### config.mk
export PLATFORM = sky130hd
export DESIGN_NAME = flash_poll_status
export DESIGN_NICKNAME = d
export VERILOG_FILES = /design/src/rtl/fpoll_pkg.sv /design/src/rtl/fpoll_seq.sv /design/src/rtl/fpoll_array.sv /design/src/rtl/fpoll_flag_mux.sv /design/src/rtl/flash_poll_status.sv
export SDC_FILE = /design/constraint.sdc
export NUM_CORES = 1
export LEC_CHECK = 0
export BUFFER_PORTS_ARGS = -buffer_cell sky130_fd_sc_hd__buf_2
export CAP_MARGIN = 20
export CORE_MARGIN = 10
export CORE_UTILIZATION = 35
export DETAILED_ROUTE_END_ITERATION = 16
export PLACE_DENSITY = 0.47
export SYNTH_ARGS = -nofsm -noshare
export SYNTH_HDL_FRONTEND = slang
export SYNTH_SLANG_ARGS = --single-unit
### constraint.sdc
create_clock -name clk -period 7.25 [get_ports clk]
set_input_delay 0.725 -clock clk [delete_from_list [all_inputs] [get_ports clk]]
set_output_delay 0.725 -clock clk [all_outputs]
set_load 0.03 [all_outputs]
### src/rtl/fpoll_pkg.sv
`timescale 1ns/1ps
// Shared types for the flash data-polling status generator.
package fpoll_pkg;
    typedef enum logic [2:0] {
        ST_IDLE  = 3'd0,
        ST_PROG  = 3'd1,
        ST_EWAIT = 3'd2,
        ST_ERASE = 3'd3,
        ST_SUSP  = 3'd4,
        ST_FAILP = 3'd5,
        ST_FAILE = 3'd6
    } fpoll_st_e;
endpackage

### src/rtl/fpoll_seq.sv
`timescale 1ns/1ps
// Algorithm phase sequencer.
// Tracks the program/erase phase, latches the program target and the sector
// mask, and emits one-cycle commit pulses for the array.
// Assumes all command and completion inputs are single-cycle strobes.
module fpoll_seq #(
    parameter int ADDR_W   = 6,
    parameter int DATA_W   = 8,
    parameter int NSECT    = 4,
    parameter int WAIT_CYC = 4
) (
    input  logic                   clk,
    input  logic                   rst_n,
    input  logic                   cmd_prog,
    input  logic                   cmd_chip_erase,
    input  logic                   cmd_sect_erase,
    input  logic                   cmd_suspend,
    input  logic                   cmd_resume,
    input  logic                   cmd_reset,
    input  logic                   alg_done,
    input  logic                   alg_fail,
    input  logic [ADDR_W-1:0]      cmd_addr,
    input  logic [DATA_W-1:0]      cmd_data,
    input  logic [NSECT-1:0]       sect_sel,
    output fpoll_pkg::fpoll_st_e   st,
    output logic [ADDR_W-1:0]      prog_addr,
    output logic [DATA_W-1:0]      prog_data,
    output logic [NSECT-1:0]       er_mask,
    output logic                   chip_q,
    output logic                   wr_commit,
    output logic                   er_commit
);
    import fpoll_pkg::*;

    localparam int CNT_W = $clog2(WAIT_CYC + 1);
    localparam logic [CNT_W-1:0] WAIT_LAST = CNT_W'(WAIT_CYC - 1);

    logic [CNT_W-1:0] wait_cnt;

    // Commit pulses: a successful completion in the matching phase.
    always_comb begin
        wr_commit = (st == ST_PROG)  && alg_done && !alg_fail;
        er_commit = (st == ST_ERASE) && alg_done && !alg_fail;
    end

    // Phase register, wait counter and latched command operands.
    always_ff @(posedge clk) begin
        if (!rst_n) begin
            st        <= ST_IDLE;
            wait_cnt  <= '0;
            prog_addr <= '0;
            prog_data <= '0;
            er_mask   <= '0;
            chip_q    <= 1'b0;
        end else begin
            case (st)
                ST_IDLE: begin
                    if (cmd_prog) begin
                        st        <= ST_PROG;
                        prog_addr <= cmd_addr;
                        prog_data <= cmd_data;
                    end else if (cmd_chip_erase) begin
                        st      <= ST_ERASE;
                        er_mask <= '1;
                        chip_q  <= 1'b1;
                    end else if (cmd_sect_erase) begin
                        st       <= ST_EWAIT;
                        er_mask  <= sect_sel;
                        chip_q   <= 1'b0;
                        wait_cnt <= '0;
                    end
                end
                ST_PROG: begin
                    if (alg_fail)      st <= ST_FAILP;
                    else if (alg_done) st <= ST_IDLE;
                end
                ST_EWAIT: begin
                    if (alg_fail)                  st <= ST_FAILE;
                    else if (wait_cnt == WAIT_LAST) st <= ST_ERASE;
                    else                           wait_cnt <= wait_cnt + 1'b1;
                end
                ST_ERASE: begin
                    if (alg_fail)                    st <= ST_FAILE;
                    else if (alg_done)               st <= ST_IDLE;
                    else if (cmd_suspend && !chip_q) st <= ST_SUSP;
                end
                ST_SUSP: begin
                    if (cmd_resume) st <= ST_ERASE;
                end
                ST_FAILP, ST_FAILE: begin
                    if (cmd_reset) st <= ST_IDLE;
                end
                default: st <= ST_IDLE;
            endcase
        end
    end
endmodule

### src/rtl/fpoll_array.sv
`timescale 1ns/1ps
// Behavioural flash array.
// One register per byte; erase commit fills masked sectors with all ones,
// program commit writes one byte. Read is combinational.
// Assumes erase and program commits never coincide (sequencer guarantees).
module fpoll_array #(
    parameter int ADDR_W = 6,
    parameter int DATA_W = 8,
    parameter int SECT_W = 2
) (
    input  logic                    clk,
    input  logic                    rst_n,
    input  logic                    wr_commit,
    input  logic [ADDR_W-1:0]       wr_addr,
    input  logic [DATA_W-1:0]       wr_data,
    input  logic                    er_commit,
    input  logic [(1<<SECT_W)-1:0]  er_mask,
    input  logic [ADDR_W-1:0]       rd_addr,
    output logic [DATA_W-1:0]       rd_q
);
    localparam int DEPTH = 1 << ADDR_W;
    localparam int SOFF  = ADDR_W - SECT_W;

    logic [DATA_W-1:0] mem [DEPTH];

    for (genvar g = 0; g < DEPTH; g++) begin : g_word
        localparam int SIDX = g >> SOFF;
        // Per-byte storage: reset and erase to ones, program overwrites.
        always_ff @(posedge clk) begin
            if (!rst_n)
                mem[g] <= '1;
            else if (er_commit && er_mask[SIDX])
                mem[g] <= '1;
            else if (wr_commit && (wr_addr == ADDR_W'(g)))
                mem[g] <= wr_data;
        end
    end

    // Combinational read port.
    always_comb rd_q = mem[rd_addr];
endmodule

### src/rtl/fpoll_flag_mux.sv
`timescale 1ns/1ps
// Read-data flag multiplexer.
// Replaces the top data bit with the polling flag for the current phase and
// passes the remaining bits unchanged. Purely combinational.
module fpoll_flag_mux #(
    parameter int ADDR_W = 6,
    parameter int DATA_W = 8,
    parameter int SECT_W = 2
) (
    input  fpoll_pkg::fpoll_st_e    st,
    input  logic [ADDR_W-1:0]       rd_addr,
    input  logic [DATA_W-1:0]       arr_q,
    input  logic [(1<<SECT_W)-1:0]  er_mask,
    input  logic                    prog_msb,
    output logic [DATA_W-1:0]       rd_data
);
    import fpoll_pkg::*;

    localparam int MSB = DATA_W - 1;

    logic in_sect;
    logic flag;

    // Membership of the read address in the latched erase mask.
    always_comb in_sect = er_mask[rd_addr[ADDR_W-1 -: SECT_W]];

    // Flag selection per phase.
    always_comb begin
        case (st)
            ST_PROG, ST_FAILP:  flag = ~prog_msb;
            ST_EWAIT, ST_ERASE: flag = in_sect ? 1'b0 : arr_q[MSB];
            ST_SUSP:            flag = in_sect ? 1'b1 : arr_q[MSB];
            ST_FAILE:           flag = 1'b0;
            default:            flag = arr_q[MSB];
        endcase
    end

    // Output assembly.
    always_comb rd_data = {flag, arr_q[MSB-1:0]};
endmodule

### src/rtl/flash_poll_status.sv
`timescale 1ns/1ps
// Flash data-polling status generator, top level.
// Connects the phase sequencer, the behavioural array and the flag mux.
// Assumes single-cycle command strobes, synchronous active-low reset.
module flash_poll_status #(
    parameter int ADDR_W   = 6,
    parameter int DATA_W   = 8,
    parameter int SECT_W   = 2,
    parameter int WAIT_CYC = 4
) (
    input  logic                    clk,
    input  logic                    rst_n,
    input  logic                    cmd_prog,
    input  logic                    cmd_chip_erase,
    input  logic                    cmd_sect_erase,
    input  logic                    cmd_suspend,
    input  logic                    cmd_resume,
    input  logic                    cmd_reset,
    input  logic                    alg_done,
    input  logic                    alg_fail,
    input  logic [ADDR_W-1:0]       cmd_addr,
    input  logic [DATA_W-1:0]       cmd_data,
    input  logic [(1<<SECT_W)-1:0]  sect_sel,
    input  logic [ADDR_W-1:0]       rd_addr,
    output logic [DATA_W-1:0]       rd_data
);
    localparam int NSECT = 1 << SECT_W;

    fpoll_pkg::fpoll_st_e  st;
    logic [ADDR_W-1:0]     prog_addr;
    logic [DATA_W-1:0]     prog_data;
    logic [NSECT-1:0]      er_mask;
    logic                  chip_q;
    logic                  wr_commit;
    logic                  er_commit;
    logic [DATA_W-1:0]     arr_q;

    fpoll_seq #(
        .ADDR_W(ADDR_W), .DATA_W(DATA_W), .NSECT(NSECT), .WAIT_CYC(WAIT_CYC)
    ) u_seq (
        .clk(clk), .rst_n(rst_n),
        .cmd_prog(cmd_prog), .cmd_chip_erase(cmd_chip_erase),
        .cmd_sect_erase(cmd_sect_erase), .cmd_suspend(cmd_suspend),
        .cmd_resume(cmd_resume), .cmd_reset(cmd_reset),
        .alg_done(alg_done), .alg_fail(alg_fail),
        .cmd_addr(cmd_addr), .cmd_data(cmd_data), .sect_sel(sect_sel),
        .st(st), .prog_addr(prog_addr), .prog_data(prog_data),
        .er_mask(er_mask), .chip_q(chip_q),
        .wr_commit(wr_commit), .er_commit(er_commit)
    );

    fpoll_array #(
        .ADDR_W(ADDR_W), .DATA_W(DATA_W), .SECT_W(SECT_W)
    ) u_array (
        .clk(clk), .rst_n(rst_n),
        .wr_commit(wr_commit), .wr_addr(prog_addr), .wr_data(prog_data),
        .er_commit(er_commit), .er_mask(er_mask),
        .rd_addr(rd_addr), .rd_q(arr_q)
    );

    fpoll_flag_mux #(
        .ADDR_W(ADDR_W), .DATA_W(DATA_W), .SECT_W(SECT_W)
    ) u_mux (
        .st(st), .rd_addr(rd_addr), .arr_q(arr_q), .er_mask(er_mask),
        .prog_msb(prog_data[DATA_W-1]), .rd_data(rd_data)
    );
endmodule

Word-level counts from Yosys, hierarchy flattened
Memory sizes are Yosys's and may differ from the RTL's.
Index checks and enable logic that the tools add are counted.
{"block": "totals", "regBits": 25, "ram_bits": 512, "in_bits": 34, "out_inout_bits": 8, "word_cells": 731, "mem_count": 1}
{"memory": "u_array.mem", "words": 64, "width": 8, "rd": 1, "rd_ports_with_merged_regs": 0, "wr": 64, "line": "fpoll_array.sv:24", "text": "logic [DATA_W-1:0] mem [DEPTH];"}
{"block": "op_classes", "n_addsub": 1, "n_lt_le_gt_ge": 1, "eq_ne": 81, "mux": 425, "bitwise_logic": 130, "n_reduce_logical": 86}
{"operator": "8-bit two-way mux", "count": 128}
{"operator": "1-bit two-way mux", "count": 274}
{"operator": "6-bit equality test (second input constant)", "count": 32}
{"operator": "1-bit OR", "count": 128}
{"operator": "6-bit by 5-bit equality test with 1-bit output (second input constant)", "count": 16}
{"operator": "1-bit logical AND", "count": 73}
{"operator": "3-bit two-way mux", "count": 17}
{"operator": "6-bit by 4-bit equality test with 1-bit output (second input constant)", "count": 8}
{"operator": "6-bit by 3-bit equality test with 1-bit output (second input constant)", "count": 4}
{"operator": "3-bit case mux with 6 select lines", "count": 1}
{"operator": "2-bit != test (second input constant)", "count": 7}
{"operator": "6-bit by 2-bit equality test with 1-bit output (second input constant)", "count": 2}
{"operator": "6-bit AND reduction", "count": 2}
{"operator": "3-bit by 2-bit equality test with 1-bit output (second input constant)", "count": 3}
{"operator": "3-bit equality test (second input constant)", "count": 3}
{"operator": "4-bit two-way mux", "count": 2}
{"operator": "4-bit != test (second input constant)", "count": 2}
{"operator": "6-bit by 1-bit equality test with 1-bit output (second input constant)", "count": 1}
{"operator": "6-bit zero test", "count": 1}
{"operator": "3-bit != test (second input constant)", "count": 2}
{"operator": "3-bit case mux with 2 select lines", "count": 1}
{"operator": "2-bit OR reduction", "count": 3}
{"operator": "1-bit case mux with 4 select lines", "count": 1}
{"operator": "2-bit nonzero test", "count": 2}
{"operator": "9 further kinds", "count": 11}

Logic depth before layout (Yosys ltp)
Gate-level depths: netlist of run 1.
{"block": "logic_depth", "depth_word": 9, "mapped_depth": 9, "depth_no_buf": 8}

Hierarchy
From an unflattened synthesis of run 1, not the netlist that was laid out.
{"block": "unflattened", "hier_cells": 1749, "hier_area_um2": 25159.1}
{"mod": "fpoll_array", "instances": 1, "cells_per_inst": 1586, "area_each_um2": 23817.8, "seq_area_each_um2": 15374.7}
{"mod": "fpoll_seq", "instances": 1, "cells_per_inst": 147, "area_each_um2": 1213.7, "seq_area_each_um2": 500.5}
{"mod": "fpoll_flag_mux", "instances": 1, "cells_per_inst": 16, "area_each_um2": 127.6, "seq_area_each_um2": 0.0}

Least setup slack after synthesis of run 1
OpenSTA, ideal clock, no wires.
{"block": "synth_timing", "kind": "input port to output port", "start": "input rd_addr[1]", "end": "output rd_data[0]", "arrival_time_ps": 2714, "slack_ps": 3811, "cell_stages": 7, "path_buffers": 3, "cell_sequence": "buf_2 > clkbuf_1 > clkbuf_1 > mux4_2 > mux4_2 > nand2_1 > a31oi_1"}
{"block": "synth_via", "elab_chain_len": 1}
{"item": "start: declaration", "line": "flash_poll_status.sv:24", "text": "input logic [ADDR_W-1:0] rd_addr,"}
{"item": "memory read 64 x 8 bit"}
{"item": "end: declaration", "line": "flash_poll_status.sv:25", "text": "output logic [DATA_W-1:0] rd_data"}
No other way between the ends.

Final worst setup path of run 1
{"block": "layout_timing", "start": "input rd_addr[2]", "end": "output rd_data[7]"}
{"block": "layout_via", "elab_chain_len": 3}
{"item": "memory read 64 x 8 bit (*)"}
{"item": "1-bit two-way mux (on tied branches)", "line": "fpoll_flag_mux.sv:32, fpoll_flag_mux.sv:31"}
{"item": "1-bit case mux with 4 select lines (*)", "line": "fpoll_flag_mux.sv:29", "text": "case (st)"}
Every way passes the cells marked *; elsewhere a longest branch is shown, timed or not.

==> results of run 1 <==
synthesized netlist by cell type, types with 2 or more instances:
cell	instances	area, um^2
a21boi_1	2	15.0
and2_1	3	18.8
nand2_1	109	409
a211oi_1	6	45.0
buf_4	6	45.0
nor3_1	5	25.0
a21boi_0	20	150
ha_1	2	25.0
mux4_2	159	3580
a311oi_1	4	35.0
buf_1	3	11.3
a21oi_1	5	25.0
nor2_1	15	56.3
nand2b_1	6	37.5
clkbuf_1	168	631
inv_1	2	7.51
a22oi_1	5	37.5
o21ai_0	50	250
nand3_1	11	55.1
nand4_1	4	25.0
buf_2	14	70.1
edfxtp_1	512	15400
or3_1	357	2230
nor2b_1	16	100
and3_1	2	12.5
or2_2	160	1000
nand3b_1	4	30.0
a211o_1	2	17.5
a31oi_1	5	31.3
a21o_1	2	15.0
nor4_1	5	31.3
dfxtp_1	25	500
o211a_1	4	40.0
per-layer routing:
layer	part of all wire	GRT usage
met4	0.020	0.0415
met3	0.056	0.0356
met1	0.45	0.247
met5	0.00040	0
met2	0.47	0.278
power by group through the flow:
stage	sequential [mW]	clock [mW]	combinational, mW
detailed placement	3.61	0	0.685
finish	3.54	2.90	0.675
CTS	3.54	2.95	0.686
global placement	3.60	0	0.677
floorplan	3.50	0	0.492
global route	3.55	3.07	0.739
sequential cells by signal (all words and copies together) (netlist names):
name and flops:
u_seq.chip_q 1, u_array.mem 512, u_seq.er_mask 4, u_seq.st 3, u_seq.prog_addr 6, u_seq.prog_data 8, u_seq.wait_cnt 3
per-stage QoR:
step	instances	instance area (um^2)
2_1_floorplan	1703	25000
3_3_place_gp	2548	26100
3_5_place_dp	2550	26100
4_1_cts	2659	27900
5_1_grt	2661	28000
6_report	2661	28000
logic make-up (layout without fill, tap and decap cells):
| kind of cell | count (synthesis) | after routing |
|---|---|---|
| AND/OR/NAND/NOR | 702 | 702 |
| flip-flops | 537 | 537 |
| buffers and inverters | 195 | 213 |
| multiplexers | 160 | 160 |
| AO/OA/AOI/OAI | 107 | 107 |
| adder cells (fa/ha/maj) | 2 | 2 |
critical path: stages:
cell      delay (ps)
buf_2            720
buf_4            460
mux4_2           360
a22oi_1          200
a311oi_1         140
nor4_1           940
o21ai_0          210
and2_1           220
buf_2            180
worst paths after layout:
path / from / end / slack, ps / cells after the start
worst min-delay path: cmd_data[4] / u_seq.prog_data[4]$_SDFFE_PN0P_ / 350 / 3
worst min register to register: u_seq.wait_cnt[2]$_SDFFE_PN0P_ / u_seq.wait_cnt[2]$_SDFFE_PN0P_ / 470 / 2
worst max-delay path: rd_addr[2] / rd_data[7] / 2280 / 9
worst max register to register: u_seq.st[0]$_SDFFE_PN0P_ / u_array.mem[7][1]$_SDFFCE_PN1P_ / 3450 / 6
area by class of cell:
type                       instances  area, um^2  share of cell area
inverter                           3        11.3            0.000403
clock inverter                    35         267             0.00953
sequential                       537       15900               0.568
timing repair buffer             101         674              0.0241
multi-input combinational        971        8390               0.300
clock buffer                      74        1550              0.0556
tap                              940        1180              0.0421
==> impl_metrics.tcl, run 1 <==
set metrics [dict create \
    fill_cells 6525 \
    dieHeight_um 287 \
    p_clk_frac 0.407 \
    totalWireLength_um 73000 \
    vias_per_cell 5.53 \
    drc 0 \
    finClkSkew_ps 23.9 \
    setup_viol 0 \
    synth_cell_types 43 \
    post_drt_wl_per_cell_um 27.4 \
    finalHoldViolCount 0 \
    gr-total-overflow 0 \
    netlist_area_mm2 0.0250 \
    critPathKind "primary input to output pin" \
    maxCapViolCount 0 \
    root_buffer "clkbuf_16" \
    core_area_mm2 0.0704 \
    path_max_fanout 30 \
    whs_ps 346 \
    clkLatencyLatePin_ps 630 \
    cts_made_buffers 59 \
    pwr-share-comb 0.095 \
    fin_util 0.397 \
    synth-simple-area-share 0.163 \
    syn_to_final_growth_pct 11.7 \
    yosysWarningCount 0 \
    fmax_ghz 0.201 \
    grtUsageTotal 0.176 \
    setup_ws_ps 2280 \
    antenna_found_initial 2 \
    synth-adder-area-share 0.00100 \
    clock_path_buffers 3 \
    total_power_mw 7.12 \
    fin_crit_sh 0.686 \
    arrival_ps 4250 \
    ant_nets 0 \
    gp_congestion 0.790 \
    grt_pass1_wl_um 108000 \
    vias 14700 \
    synthArstFlopShare 0 \
    cts_setup_buffers 0 \
    min_path_type "primary input to register" \
    p_sw_mw 1.89 \
    synthMuxAreaShare 0.144 \
    syn-num-nets 1739 \
    grt_pass1_vias 15000 \
    final_cell_mix "512 x edfxtp_1, 357 x or3_1, 160 x or2_2" \
    syn_avg_cell_area_um2 14.7 \
    tns_ps 0 \
    cts.htree.levels 2 \
    cts_tree "done" \
    intPower_mw 5.23 \
    grt_max_degree 93 \
    ys.flop_type "edfxtp_1" \
    drtPass1Iterations 5 \
    cts_hold_buf 0 \
    drv_slew 0 \
    synth_edf_count 512 \
    pre_cts_ws_ps 2350 \
    dpl.hpwl_um 44600 \
    rsz0062_at_grt "no" \
    cp_data_required_time_ps 6520 \
    vdd_drop_max_mv 0.226 \
    switching_share 0.265 \
    slew_headroom 0.247 \
    drive_above_1_share 0.293 \
    cts_sinks 537 \
    antennaDiodeCount 0 \
    tightest_slew_ps 1120 \
    status "completed" \
    synth_top_family_by_area "simple AND/OR/NAND/NOR gates" \
    cp-start-kind "primary input" \
    num_rows 97 \
    cellLeakagePower_nw 6.64 \
    cts.clk_slew.worst_paths_ps 60 \
    cts-resized-gates 0 \
    ys_seq_area_frac 0.634 \
    num_io_pins 42 \
    start_util 0.355 \
    power.density_mw_per_mm2 255 \
    power_frac_seq 0.498 \
    final_common_cell "edfxtp_1" \
    die_w_um 287 \
    endpoint_kind "output pin" \
    synth_compound_area_frac 0.0271 \
    die-area_mm2 0.0826 \
    layout.nets 1709 \
    synth_xor_area_frac 0 \
    syn_inst 1703 \
    ys_ff_latch 537 \
    period_minus_slack_ps 4970 \
    numPortBuffers 41 \
    drtIter0Drc 1199 \
]
No activity file was read; power rests on OpenSTA's default activity.
==> run 2: changes to the inputs <==
ABC_AREA = 1   (was unset)
clock period = 4.7 ns   (was 7.25 ns; I/O delays follow)
==> run 2 against run 1 <==
Critical path depth is 1 higher. Combinational power grew to 2.7 times the previous value. Via count is 28% higher. Non-clock buffer count is 18 higher. Highest routed layer is now met4. Design area is 0.68% lower. Critical path type unchanged. Largest power group unchanged. Largest cell class unchanged. Sequential power is 51% higher.
==> impl_metrics.tcl, run 2 <==
set metrics [dict create \
    status "completed" \
    tns_ps 0 \
    largest_reg_flops 512 \
    synth_common_cells "882 x nand2_1, 512 x edfxtp_1, 282 x o21ai_0" \
    endpoint_kind "output pin" \
    syn-num-nets 2595 \
    synth_cell_types 27 \
    cts.clk_slew.worst_paths_ps 60 \
    synth-simple-area-share 0.215 \
    numPortBuffers 41 \
    syn_avg_cell_area_um2 9.64 \
    period_minus_slack_ps 3640 \
    cts_tree "done" \
    crit_chain "clkbuf_8, inv_6, buf_12, o21ai_0, o22ai_1, o21ai_0, o21ai_0, nand3_1, nand2_1, buf_2" \
    synth_top_area_cell "edfxtp_1" \
    cts_setup_buffers 0 \
    r2r-start "u_seq.st[0]$_SDFFE_PN0P_" \
    holdCritStartpoint "cmd_data[7]" \
    r2r_cells 11 \
    setup_ws_ps 1060 \
    fin_util 0.397 \
    cts.htree.levels 2 \
    dieHeight_um 285 \
    ys.flop_type "edfxtp_1" \
    syn_to_final_growth_pct 12.6 \
    clkLatencyLatePin_ps 630 \
    critPathKind "primary input to output pin" \
    fin_crit_sh 0.775 \
    gp_congestion 0.871 \
    vdd_drop_max_mv 0.304 \
    antenna_found_initial 2 \
    clock_path_buffers 3 \
    cp_slowest_cell "o21ai_0" \
    largestRegisters "u_array.mem (512), u_seq.prog_data (8), u_seq.prog_addr (6)" \
    seqCellArea_mm2 0.0159 \
    whs_endpoint "u_seq.prog_data[7]$_SDFFE_PN0P_" \
    cts-resized-gates 0 \
    pre_cts_ws_ps 1030 \
    gr-total-overflow 0 \
    final_common_cell "nand2_1" \
    finalHoldViolCount 0 \
    final_cell_area_mm2 0.0278 \
    ys_seq_area_frac 0.644 \
    dpl.hpwl_um 50500 \
    slew_headroom 0.252 \
    total_power_mw 11.6 \
    drtIter0Drc 1976 \
    cts_hold_buf 0 \
    synth_most_common_cell "nand2_1" \
    largest-register "u_array.mem" \
    drtPass1Iterations 6 \
    drc 0 \
    core_area_mm2 0.0699 \
    ant_nets 0 \
    synthMuxAreaShare 0 \
    syn_inst 2559 \
    grtUsageTotal 0.194 \
    setup_viol 0 \
    path_max_fanout 71 \
    fmax_ghz 0.274 \
    netlist_area_mm2 0.0247 \
    rsz0062_at_grt "no" \
    place_inst 3439 \
    r2r_end "u_array.mem[19][0]$_SDFFCE_PN1P_" \
    totalWireLength_um 80900 \
    ys_ff_latch 537 \
    grt_max_degree 87 \
    layout.nets 2598 \
    crit_path_frequent_cell "o21ai_0" \
    synth_compound_area_frac 0.0943 \
    post_drt_wl_per_cell_um 22.8 \
    synth_top_family_by_area "simple AND/OR/NAND/NOR gates" \
    cellLeakagePower_nw 8.21 \
    dpl_cell_area_mm2 0.0260 \
    grt_pass1_vias 18600 \
    die_w_um 285 \
    max_stage_delay_ps 460 \
    final_cell_mix "882 x nand2_1, 512 x edfxtp_1, 282 x o21ai_0" \
    num_rows 97 \
    cts_sinks 537 \
    ys_top_cells_by_area "edfxtp_1 62%, nand2_1 13%, o21ai_0 5.7%" \
    whs_ps 121 \
    cts_made_buffers 58 \
    reg2reg_slack_ps 1530 \
    finalNonFillerCells 3545 \
    synth_xor_area_frac 0 \
    start_util 0.353 \
    tightest_slew_ps 1120 \
    root_buffer "clkbuf_16" \
    yosysWarningCount 0 \
    fill_cells 7004 \
    vias_per_cell 5.32 \
    die-area_mm2 0.0815 \
    synth_edf_count 512 \
    drive_above_1_share 0.102 \
    arrival_ps 3170 \
    cp-start-kind "primary input" \
    drv_slew 0 \
    grt_pass1_wl_um 121000 \
    num_io_pins 42 \
    power.density_mw_per_mm2 416 \
    antennaDiodeCount 0 \
    synth_top_area_frac 0.623 \
    synth-adder-area-share 0.00101 \
    maxCapViolCount 0 \
    multiInputGateArea_mm2 0.00766 \
    vias 18900 \
    min_path_type "primary input to register" \
    finClkSkew_ps 26.4 \
    min_path_cells 3 \
    synthArstFlopShare 0 \
    cp_data_required_time_ps 4230 \
]
## run 2: logic make-up after synthesis
group / after synthesis
compound gates: 438
fa+ha+maj: 2
flops: 537
simple gates: 1294
buf+inv: 288
## run 2: layout make-up
class,count,share of cell area
clock buffer,82,0.0566
clock inverter,21,0.00622
inverter,112,0.0153
multi-input combinational,1734,0.276
sequential,537,0.572
tap,940,0.0424
timing repair buffer,119,0.0318
## run 2: worst max-delay path, delay by kind of cell
kind | cells | cell delay (ps)
buffers and inverters | 4 | 1280
AO/OA/AOI/OAI | 4 | 820
AND/OR/NAND/NOR | 2 | 480
## run 2: metal layers
metal / vias to the layer above / share of wire / GRT usage
li1: 8693 / - / -
met1: 9367 / 0.45 / 0.275
met2: 691 / 0.46 / 0.310
met3: 101 / 0.062 / 0.0269
met4: 0 / 0.023 / 0.0520
met5: - / 0 / 0
## run 2: report_power, final
group          switching [mW]  internal [mW]  leakage (nW)
clock network            1.90           2.47         0.853
registers              0.0539           5.30          3.68
logic                    1.53          0.298          3.69
## run 2: worst max path at each step
stage	end	depth (start not counted)	startpoint
global placement	rd_data[1]	10	rd_addr[0]
floorplan	u_array.mem[11][0]$_SDFFCE_PN1P_	8	alg_done
detailed placement	rd_data[1]	10	rd_addr[0]
global route	rd_data[1]	10	rd_addr[0]
CTS	rd_data[1]	10	rd_addr[0]
finish	rd_data[1]	10	rd_addr[0]
==> run 3: changes to the inputs <==
PLACE_DENSITY = 0.49   (was 0.47)
clock period = 3.3 ns   (was 4.7 ns; I/O delays follow)
==> run 3 against run 2 <==
Sequential share of layout area shrank 1.1 points. Die area is the same. First-iteration DRC count shrank 13%. Sequential cell count is the same. Clock power grew 46%. Global-route usage shrank 0.57 points. Cell count grew 1.3%. Design area grew 2.0%. Power grew 45%. Count of clock-buffer cells in the layout shrank 6. Largest power group unchanged.
==> impl_metrics.tcl, run 3 (synthesis gave the netlist of run 2 again) <==
set metrics [dict create \
    status "completed" \
    cp-start-kind "register" \
    maxCapViolCount 0 \
    setup_viol 0 \
    path_buf_inv 2 \
    rsz0062_at_grt "no" \
    cp_slowest_cell "nor2_1" \
    numPortBuffers 41 \
    arrival_ps 3380 \
    period_minus_slack_ps 3040 \
    antennaDiodeCount 0 \
    post_drt_wl_per_cell_um 21.8 \
    cts.clk_slew.worst_paths_ps 60 \
    fin_util 0.405 \
    die_w_um 285 \
    drtPass1Iterations 5 \
    slew_headroom 0.233 \
    critPathKind "register to register" \
    syn_to_final_growth_pct 14.8 \
    clock_path_buffers 3 \
    vias 18800 \
    cts_tree "done" \
    crit_path_frequent_cell "nand2_1" \
    largest_reg_flops 512 \
    grt_pass1_vias 18800 \
    largest-register "u_array.mem" \
    totalWireLength_um 78100 \
    layout.nets 2637 \
    gp_congestion 0.909 \
    critPathTopFamily "simple AND/OR/NAND/NOR gates" \
    r2r_cells 10 \
    reg2reg_slack_ps 260 \
    drc 0 \
    fmax_ghz 0.329 \
    crit_chain "nand2_1, nor2_2, inv_2, nor2_2, nand2_1, nand2_1, nor2_1, inv_2, nor2_4, nand2_1" \
    cp_data_required_time_ps 3640 \
    fill_cells 6921 \
    grtUsageTotal 0.189 \
    startpoint "u_seq.st[1]$_SDFFE_PN0P_" \
    gr-total-overflow 0 \
    dpl.hpwl_um 50900 \
    tns_ps 0 \
    antenna_found_initial 1 \
    grt_pass1_wl_um 118000 \
    worst-path-stages 10 \
    root_buffer "clkbuf_16" \
    endpoint_kind "register" \
    whs_ps 34.1 \
    drv_slew 0 \
    r2r_end "u_array.mem[4][0]$_SDFFCE_PN1P_" \
    cts_sinks 537 \
    cts_made_buffers 58 \
    cts-resized-gates 0 \
    num_rows 97 \
    largestRegisters "u_array.mem (512), u_seq.prog_data (8), u_seq.prog_addr (6)" \
    finalHoldViolCount 0 \
    cts.htree.levels 2 \
    clkLatencyLatePin_ps 620 \
    final_common_cell "nand2_1" \
    vias_per_cell 5.25 \
    vdd_drop_max_mv 0.405 \
    fin_crit_sh 0.921 \
    finClkSkew_ps 26.4 \
    final_cell_mix "882 x nand2_1, 512 x edfxtp_1, 282 x o21ai_0" \
    drtIter0Drc 1715 \
    dieHeight_um 285 \
    drive_above_1_share 0.115 \
    min_path_type "primary input to register" \
    max_stage_delay_ps 920 \
    r2r-start "u_seq.st[1]$_SDFFE_PN0P_" \
    path_max_fanout 9 \
    start_util 0.353 \
    tightest_slew_ps 1150 \
    ant_nets 0 \
    die-area_mm2 0.0815 \
    cellLeakagePower_nw 8.49 \
    core_area_mm2 0.0699 \
    num_io_pins 42 \
    power.density_mw_per_mm2 591 \
    cp-endpoint "u_array.mem[4][0]$_SDFFCE_PN1P_" \
    cts_setup_buffers 0 \
    grt_max_degree 80 \
]
-- run 3: cell types whose count changed in the layout (fill, tap and decap cells not counted), sizes merged --
| cell | delta |
|---|---|
| dlygate4sd3 | +13 |
| bufinv | +1 |
| clkinv | +8 |
| clkinvlp | +3 |
| clkbuf | -7 |
| buf | +27 |
-- run 3: how the worst min path moves through the flow --
stage                              startpoint                              end  cells past startpoint
2_1_floorplan       u_seq.chip_q$_SDFFE_PN0P_        u_seq.chip_q$_SDFFE_PN0P_                      2
3_3_place_gp   u_seq.wait_cnt[2]$_SDFFE_PN0P_   u_seq.wait_cnt[2]$_SDFFE_PN0P_                      2
3_5_place_dp        u_seq.chip_q$_SDFFE_PN0P_        u_seq.chip_q$_SDFFE_PN0P_                      2
4_1_cts                           sect_sel[0]    u_seq.er_mask[0]$_SDFFE_PN0P_                      3
5_1_grt                                 rst_n  u_seq.prog_addr[2]$_SDFFE_PN0P_                      3
6_report                                rst_n  u_seq.prog_addr[2]$_SDFFE_PN0P_                      3
-- run 3: repair_timing --
action | in CTS | in global routing
endpoints found under the hold margin | 13 | 0
hold buffers | 13 | 0
endpoints found under the setup margin | 0 | 0
-- run 3: cell type report --
cell class              count  area [um^2]  share of cell area
well taps                 940         1180              0.0415
flip-flops and latches    537        15900               0.561
clock inverters            33          263             0.00928
multi-input cells        1734         7660               0.270
repair buffers            158         1350              0.0477
clock buffers              76         1570              0.0555
inverters                 112          425              0.0150
-- run 3: report_power, final --
group / switching (mW) / internal, mW
combinational: 2.19 / 0.533
clock: 2.74 / 3.64
sequential: 0.0770 / 7.55
-- run 3: metrics by stage --
step | cells | cell area [um^2] | total power, mW | worst slack (ps)
floorplan | 2559 | 24700 | 9.24 | 937
global route | 3590 | 28300 | 17.3 | 67.9
detailed placement | 3467 | 26300 | 10.5 | 305
global placement | 3467 | 26300 | 10.5 | 245
CTS | 3589 | 28300 | 16.9 | 319
finish | 3590 | 28300 | 16.7 | 261
-- run 3: routing by layer --
metal	global-route usage	share of wire
met4	0.0559	0.027
met1	0.260	0.44
met3	0.0329	0.074
met2	0.300	0.46
met5	0	0
-- run 3: worst min-delay path: stages --
cell and delay (ps):
buf_2 150, o21ai_0 90, a21oi_1 40
